[config.mk]
export PLATFORM = sky130hd
export DESIGN_NAME = tt_pulse_gen
export DESIGN_NICKNAME = d
export VERILOG_FILES = /design/src/rtl/ttpg_pkg.sv /design/src/rtl/ttpg_regs.sv /design/src/rtl/ttpg_sched.sv /design/src/rtl/ttpg_irq.sv /design/src/rtl/tt_pulse_gen.sv
export SDC_FILE = /design/constraint.sdc
export NUM_CORES = 1
export LEC_CHECK = 0
export BUFFER_PORTS_ARGS = -buffer_cell sky130_fd_sc_hd__buf_2
export CORE_MARGIN = 2
export CORE_UTILIZATION = 54
export CTS_BUF_LIST = sky130_fd_sc_hd__clkbuf_2 sky130_fd_sc_hd__clkbuf_4 sky130_fd_sc_hd__clkbuf_8
export DETAILED_ROUTE_END_ITERATION = 12
export PLACE_DENSITY = 0.7
export SYNTH_ARGS = -nofsm -noshare
export SYNTH_HDL_FRONTEND = slang
export SYNTH_HIERARCHICAL = 1
export SYNTH_SLANG_ARGS = --single-unit
export TNS_END_PERCENT = 1
[constraint.sdc]
create_clock -name clk_i -period 5.2 [get_ports clk_i]
set_input_delay 0.26 -clock clk_i [delete_from_list [all_inputs] [get_ports clk_i]]
set_output_delay 0.26 -clock clk_i [all_outputs]
set_load 0.03 [all_outputs]
[src/rtl/ttpg_pkg.sv]
package ttpg_pkg;
  localparam int unsigned CTRL_EN_BIT   = 0;
  localparam int unsigned CTRL_SYNC_BIT = 1;
  localparam int unsigned CTRL_IRQ_BIT  = 2;

  typedef struct packed {
    logic irq_en;
    logic sync;
    logic en;
  } ctrl_t;
endpackage

[src/rtl/ttpg_regs.sv]
module ttpg_regs
  import ttpg_pkg::*;
#(
  parameter int unsigned TIME_W = 64,
  parameter int unsigned WORD_W = 32,
  parameter int unsigned ADDR_W = 3
) (
  input  logic              clk_i,
  input  logic              rst_ni,
  input  logic              wr_en_i,
  input  logic [ADDR_W-1:0] wr_addr_i,
  input  logic [WORD_W-1:0] wr_data_i,
  output logic [TIME_W-1:0] target_o,
  output logic [TIME_W-1:0] period_o,
  output ctrl_t             ctrl_o,
  output logic              arm_o
);
  localparam int unsigned NWORDS    = TIME_W / WORD_W;
  localparam int unsigned CTRL_ADDR = 2 * NWORDS;

  logic [TIME_W-1:0] target_q, period_q;
  ctrl_t             ctrl_q;
  logic              arm_q;
  logic              ctrl_wr;

  assign ctrl_wr = wr_en_i && (wr_addr_i == ADDR_W'(CTRL_ADDR));

  always_ff @(posedge clk_i or negedge rst_ni) begin
    if (!rst_ni) begin
      target_q <= '0;
      period_q <= '0;
    end else if (wr_en_i) begin
      for (int w = 0; w < int'(NWORDS); w++) begin
        if (wr_addr_i == ADDR_W'(w))
          target_q[w*WORD_W +: WORD_W] <= wr_data_i;
        if (wr_addr_i == ADDR_W'(NWORDS + w))
          period_q[w*WORD_W +: WORD_W] <= wr_data_i;
      end
    end
  end

  // arm pulses the cycle after a disabled->enabled control write
  always_ff @(posedge clk_i or negedge rst_ni) begin
    if (!rst_ni) begin
      ctrl_q <= '0;
      arm_q  <= 1'b0;
    end else begin
      arm_q <= ctrl_wr && wr_data_i[CTRL_EN_BIT] && !ctrl_q.en;
      if (ctrl_wr) begin
        ctrl_q.en     <= wr_data_i[CTRL_EN_BIT];
        ctrl_q.sync   <= wr_data_i[CTRL_SYNC_BIT];
        ctrl_q.irq_en <= wr_data_i[CTRL_IRQ_BIT];
      end
    end
  end

  assign target_o = target_q;
  assign period_o = period_q;
  assign ctrl_o   = ctrl_q;
  assign arm_o    = arm_q;
endmodule

[src/rtl/ttpg_sched.sv]
module ttpg_sched #(
  parameter int unsigned TIME_W = 64
) (
  input  logic              clk_i,
  input  logic              rst_ni,
  input  logic              en_i,
  input  logic              sync_i,
  input  logic              arm_i,
  input  logic [TIME_W-1:0] sys_time_i,
  input  logic [TIME_W-1:0] target_i,
  input  logic [TIME_W-1:0] period_i,
  output logic [TIME_W-1:0] next_edge_o,
  output logic              level_o,
  output logic              flip_o
);
  logic [TIME_W-1:0] next_q;
  logic              level_q;
  logic              reached;

  // magnitude compare so coarse time steps cannot skip the match
  assign reached = (sys_time_i >= next_q);
  assign flip_o  = en_i && !arm_i && reached;

  always_ff @(posedge clk_i or negedge rst_ni) begin
    if (!rst_ni) begin
      next_q  <= '0;
      level_q <= 1'b0;
    end else if (!en_i) begin
      next_q  <= target_i;
      level_q <= 1'b0;
    end else if (arm_i) begin
      next_q <= sync_i ? target_i : sys_time_i + period_i;
    end else if (reached) begin
      next_q  <= next_q + period_i;
      level_q <= ~level_q;
    end
  end

  assign next_edge_o = next_q;
  assign level_o     = level_q;
endmodule

[src/rtl/ttpg_irq.sv]
module ttpg_irq (
  input  logic clk_i,
  input  logic rst_ni,
  input  logic flip_i,
  input  logic irq_en_i,
  input  logic unmask_i,
  input  logic mask_i,
  output logic unmasked_o,
  output logic irq_o
);
  logic open_q, irq_q;

  always_ff @(posedge clk_i or negedge rst_ni) begin
    if (!rst_ni) begin
      open_q <= 1'b0;
      irq_q  <= 1'b0;
    end else begin
      if (mask_i)        open_q <= 1'b0;
      else if (unmask_i) open_q <= 1'b1;
      irq_q <= flip_i && irq_en_i && open_q;
    end
  end

  assign unmasked_o = open_q;
  assign irq_o      = irq_q;
endmodule

[src/rtl/tt_pulse_gen.sv]
module tt_pulse_gen
  import ttpg_pkg::*;
#(
  parameter int unsigned TIME_W = 64,
  parameter int unsigned WORD_W = 32,
  parameter int unsigned ADDR_W = $clog2(2 * (TIME_W / WORD_W) + 1)
) (
  input  logic              clk_i,
  input  logic              rst_ni,
  input  logic [TIME_W-1:0] sys_time_i,
  input  logic              wr_en_i,
  input  logic [ADDR_W-1:0] wr_addr_i,
  input  logic [WORD_W-1:0] wr_data_i,
  input  logic              irq_unmask_i,
  input  logic              irq_mask_i,
  input  logic              pin_dir_out_i,
  input  logic              pin_native_i,
  output logic              pin_o,
  output logic              pin_oe_o,
  output logic              irq_o
);
  logic [TIME_W-1:0] target, period, next_edge;
  ctrl_t             ctrl;
  logic              arm, level, flip, unmasked;

  ttpg_regs #(.TIME_W(TIME_W), .WORD_W(WORD_W), .ADDR_W(ADDR_W)) u_regs (
    .clk_i     (clk_i),
    .rst_ni    (rst_ni),
    .wr_en_i   (wr_en_i),
    .wr_addr_i (wr_addr_i),
    .wr_data_i (wr_data_i),
    .target_o  (target),
    .period_o  (period),
    .ctrl_o    (ctrl),
    .arm_o     (arm)
  );

  ttpg_sched #(.TIME_W(TIME_W)) u_sched (
    .clk_i       (clk_i),
    .rst_ni      (rst_ni),
    .en_i        (ctrl.en),
    .sync_i      (ctrl.sync),
    .arm_i       (arm),
    .sys_time_i  (sys_time_i),
    .target_i    (target),
    .period_i    (period),
    .next_edge_o (next_edge),
    .level_o     (level),
    .flip_o      (flip)
  );

  ttpg_irq u_irq (
    .clk_i      (clk_i),
    .rst_ni     (rst_ni),
    .flip_i     (flip),
    .irq_en_i   (ctrl.irq_en),
    .unmask_i   (irq_unmask_i),
    .mask_i     (irq_mask_i),
    .unmasked_o (unmasked),
    .irq_o      (irq_o)
  );

  assign pin_oe_o = pin_dir_out_i && pin_native_i;
  assign pin_o    = pin_oe_o && level;
endmodule

==> Word level (Yosys, flattened, before mapping) <==
Cells that the tools add are included.
{ "classes": {"n_reduce_logical": 18, "eq_ne": 7, "order_cmp": 1, "muxes": 9, "bitwise": 1, "n_addsub": 2} }
{ "op_table": {"columns": ["cell", "count"], "rows": [
  ["2-to-1 mux 64 bit", 4],
  ["adder 64 bit", 2],
  ["greater-or-equal comparator 64 bit", 1],
  ["AND reduction 2 bit", 5],
  ["logical AND 1 bit", 9],
  ["equality test 3 x 2 -> 1 bit (second input constant)", 2],
  ["2-to-1 mux 1 bit", 5],
  ["equality test 3 x 1 -> 1 bit (second input constant)", 1],
  ["equality test 3 bit (second input constant)", 1],
  ["logical NOT 3 bit", 1],
  ["!= test 3 x 2 -> 1 bit (second input constant)", 1],
  ["logical NOT 1 bit", 2],
  ["!= test 2 x 1 -> 1 bit (second input constant)", 1],
  ["!= test 2 bit (second input constant)", 1],
  ["nonzero test 2 bit", 1],
  ["NOT 1 bit", 1]
]} }
{ "totals": {"output_inout_bits": 3, "inputBits": 106, "word_cells": 50, "regBits": 199} }

==> Depth between registers and ports, before layout <==
{ "logic_depth": {"depth_word": 5, "depth_mapped": 14} }

==> Modules after synthesis <==
The synthesis kept the hierarchy.
{ "by_module_without_submodules": {"columns": ["module", "instances", "area_each_um2", "seq_area_each_um2", "cells_per_inst"], "rows": [
  ["ttpg_sched", 1, 12634.6, 1626.6, 1693],
  ["ttpg_regs", 1, 4978.5, 3303.2, 283],
  ["ttpg_irq", 1, 66.3, 50.0, 4],
  ["tt_pulse_gen", 1, 12.5, 0.0, 2]
]} }

==> Least setup slack after synthesis <==
No wires, ideal clock.
{ "synth_path": {"path_type": "flip-flop to flip-flop", "from": "register u_regs.period_q[0], in the netlist u_regs/period_o[0]", "to": "register u_sched.next_q[52], in the netlist u_sched/next_edge_o[52]", "stages_incl_launch_ff": 14, "required_ps": 5061, "arrival_time_ps": 3140, "synth_period_minus_slack_ps": 3279, "path_slack_ps": 1921, "cell_sequence": "dfrtp_1 ha_1 fa_1 a211oi_2 o211ai_1 a41oi_1 o21ai_2 a2111oi_4 o31ai_2 a211oi_4 o31ai_2 xor2_1 a221oi_1 a22oi_1"} }
{ "synth_between": {"elab_chain_cells": 4, "elab_cells_between_ends": 6, "cone_classes": "2 x add/sub; 4 x mux"} }
{ "synth_lines": {"columns": ["item", "line", "rtl"], "rows": [
  ["start, declared", "ttpg_regs.sv:21", "logic [TIME_W-1:0] target_q, period_q;"],
  ["start signal, assigned by index", "ttpg_regs.sv:37", "period_q[w*WORD_W +: WORD_W] <= wr_data_i;"],
  ["adder 64 bit, on equally long branches", "ttpg_sched.sv:34, ttpg_sched.sv:32", null],
  ["2-to-1 mux 64 bit, on equally long branches", "ttpg_sched.sv:33, ttpg_sched.sv:32", null],
  ["2-to-1 mux 64 bit (*)", "ttpg_sched.sv:31", "end else if (arm_i) begin"],
  ["2-to-1 mux 64 bit (*)", "ttpg_sched.sv:28", "end else if (!en_i) begin"],
  ["end signal, assigned", "ttpg_sched.sv:29", "next_q <= target_i;"],
  ["end signal, assigned", "ttpg_sched.sv:32", "next_q <= sync_i ? target_i : sys_time_i + period_i;"],
  ["end signal, assigned", "ttpg_sched.sv:34", "next_q <= next_q + period_i;"],
  ["end, declared", "ttpg_sched.sv:16", "logic [TIME_W-1:0] next_q;"]
]} }
Every way passes the cells marked *; elsewhere a longest branch is shown, timed or not. The select of a mux whose other input is x is not followed.
A chain may end at the register's enable or synchronous reset.

==> Worst setup path in the final report <==
Same ends and word-level chain as after synthesis.

==> metrics <==
IO Pins 109; final hold slack between 0.02 and 0.03 ns; Placement Rows 66; worst-path maximum fanout 5; Final Setup Violations 0; vias in the first global route about 17000; clock-pin slew on the worst setup and hold paths about 0.12 ns; root buffer cell clkbuf_8; WL final 61.4 mm; power density over cell area approximately 560 nW/um^2; Post-Synthesis Cells between 1500 and 2000; HP Class in -> reg; worst IR drop on VDD roughly 250 uV; sw frac 0.504; clock latency on the worst-skew pair ~0.53 ns; CP Cell Sequence ha_1 > fa_1 > a211oi_2 > o211ai_1 > a41oi_1 > o21ai_2 > a2111oi_4 > o31ai_2 > a211oi_4 > o31ai_2 > xor2_1 > a221oi_1 > a22oi_1; critical path's slowest cell a2111oi_4; GPL Wtd Cong 1.01; routed len/inst 24.6 microns; Register Area 4980 sq um; Slew Viols, Final 0; hold buffer count at cts 5; required time worst endpoint ~5.6 ns; residual DRC count 0; ys flop type dfrtp_1; global-route wire length before repair between 90 and 100 mm; Setup TNS 0 ns; Comb power frac 0.666; HPWL after detailed placement between 40 and 50 mm; initial antenna violation count 2; Place WS roughly 1.2 ns; unrepaired setup endpoints after global routing no; CP peak stage delay between 0.4 and 0.5 ns; drt via density 6.66; Initial DRC Count ~1600; R2R setup slack ~1.1 ns; DRT Pass-1 Iters 9; Ys Warns 6; Overflow after GRT 0; Post-CTS Setup Bufs 0; P_sw 5340 uW; Avg Cell Area, Syn around 9 sq um; Int Pwr 5260 uW; Post-Syn Area around 18000 sq um; Multi-input gate area between 10000 and 15000 sq um; commonest non-fill, non-tap cell in the layout dfrtp_1; Die W between 150 and 200 microns; GR Util met2 0.604; Total Nets Final 2343; fin crit period 4.06 ns; ANT nets after route 0; Hold Vio Cnt, Final 0; Worst setup SP type register; Initial Utilization 0.547; Die Ht between 150 and 200 microns; Final period util 0.780; status complete, no violations; largest net degree at the start of global routing between 90 and 100; global routing usage on met1 0.447; post-CTS sizing 0; met3 usage 0.0751; H-Tree Depth 4; Achievable Freq between 200 and 250 MHz; leakage 0.00866 uW; total track usage 0.362; clock tree buffer depth 2; layout cell share with drive strength beyond 1 0.159; share of flip-flops with an asynchronous set or reset 1.00; Worst Setup End Kind register; CP top delay family compound AO/OA/AOI/OAI gates; syn nets around 2300; vias between 15000 and 20000; Slew @ Worst Pin roughly 1.1 ns; Post-synth EDFFs 0; CTS tree built; Num CTS Buffers 17; most frequent cells in the layout dfrtp_1, ha_1, a21oi_1; buffers added on ports roughly 110; Max transition margin 0.265; power after layout about 11000 uW; critical path type reg -> reg; area delta synth->final 7.60%; CP Buf/Inv Count 0; die area between 30000 and 40000 sq um; core area between 30000 and 40000 sq um; register area share after synthesis 0.281; n_diodes 0; post-synth cell types 99; filler cell count 2996; Synth Register Bits between 150 and 200; Clock Power Share 0.106; cell mode on critical path o31ai_2; grt peak-use layer met2; Worst EP arrival ~4.5 ns; maximum capacitance violations 0; clk_skew a little under 0.02 ns; Flop pwr share 0.228; Final WS setup between 1 and 1.5 ns; Clock Sink Count about 200
worst paths after layout:
| path | start | to | cells past startpoint |
|---|---|---|---|
| max | u_regs/period_o[0] | u_sched/next_edge_o[52] | 13 |
| min | wr_data_i[3] | u_regs/period_o[35] | 2 |
| max reg2reg | u_regs/period_o[0] | u_sched/next_edge_o[52] | 13 |
| min reg2reg | u_regs/target_o[52] | u_regs/target_o[52] | 1 |
| max in group asynchronous | rst_ni | u_sched/next_edge_o[49] | 3 |
| min in group asynchronous | rst_ni | u_regs/target_o[0] | 2 |
synth_stat cells (all sizes together) (21+ instances only):
cell    number  area share
dfrtp      199        0.28
ha         190        0.13
a21oi      187       0.053
nand2      146       0.031
o21ai      136       0.040
mux2       133       0.085
inv        105       0.022
nor2        99       0.021
a21o        78       0.033
xnor2       66       0.033
clkbuf      62       0.013
a22oi       50       0.021
nand4       48       0.017
xor2        37       0.018
o21bai      34       0.014
buf         31       0.012
nand3       29      0.0088
nor3        26      0.0076
and3        21      0.0074
o211ai      21      0.0089
per-layer routing:
| metal | share of wire | vias up |
|---|---|---|
| li1 | - | 7543 |
| met2 | 0.46 | 801 |
| met3 | 0.085 | 203 |
| met1 | 0.40 | 8109 |
| met5 | 0.00020 | - |
| met4 | 0.049 | 2 |
per-stage QoR:
stage / area (sq um) / instances / util
finish: 19000 / 2500 / 0.588
global route: 19000 / 2500 / 0.588
CTS: 19000 / 2500 / 0.588
detailed placement: 18600 / 2463 / 0.574
global placement: 18600 / 2463 / 0.574
floorplan: 17700 / 1982 / -
logic make-up (layout without fill, tap and decap cells):
group	after synthesis	count (layout)	share of synthesized area
DFF	199	199	0.281
buffers and inverters	199	275	0.0482
AOI/OAI and AO/OA	693	693	0.266
and+or+nand+nor	454	454	0.127
muxes	142	142	0.0900
xor gates and xnor gates	103	103	0.0510
adders and majority gates	192	192	0.137
final cells by class:
| cell class | instances | area share |
|---|---|---|
| multi-input combinational | 1584 | 0.625 |
| sequential | 199 | 0.262 |
| inverter | 106 | 0.0209 |
| tap | 442 | 0.0291 |
| clock inverter | 15 | 0.00979 |
| timing repair buffer | 137 | 0.0409 |
| clock buffer | 17 | 0.0123 |
power by group through the flow:
stage	combinational (uW)	sequential [uW]	clock, uW
global route	7660	2470	1200
detailed placement	6810	2440	0
global placement	6720	2420	0
CTS	6870	2410	1140
finish	7060	2420	1120
floorplan	5120	2300	0
sequential cells by signal, summed over array words and instances (netlist names):
| name | cells |
|---|---|
| u_regs/period_o | 64 |
| u_irq/unmasked_o | 1 |
| u_sched/level_o | 1 |
| u_regs/ctrl_o | 3 |
| u_sched/next_edge_o | 64 |
| u_regs/target_o | 64 |
| u_irq/irq_o | 1 |
| u_regs/arm_o | 1 |
(Power assumes the default switching activity.)
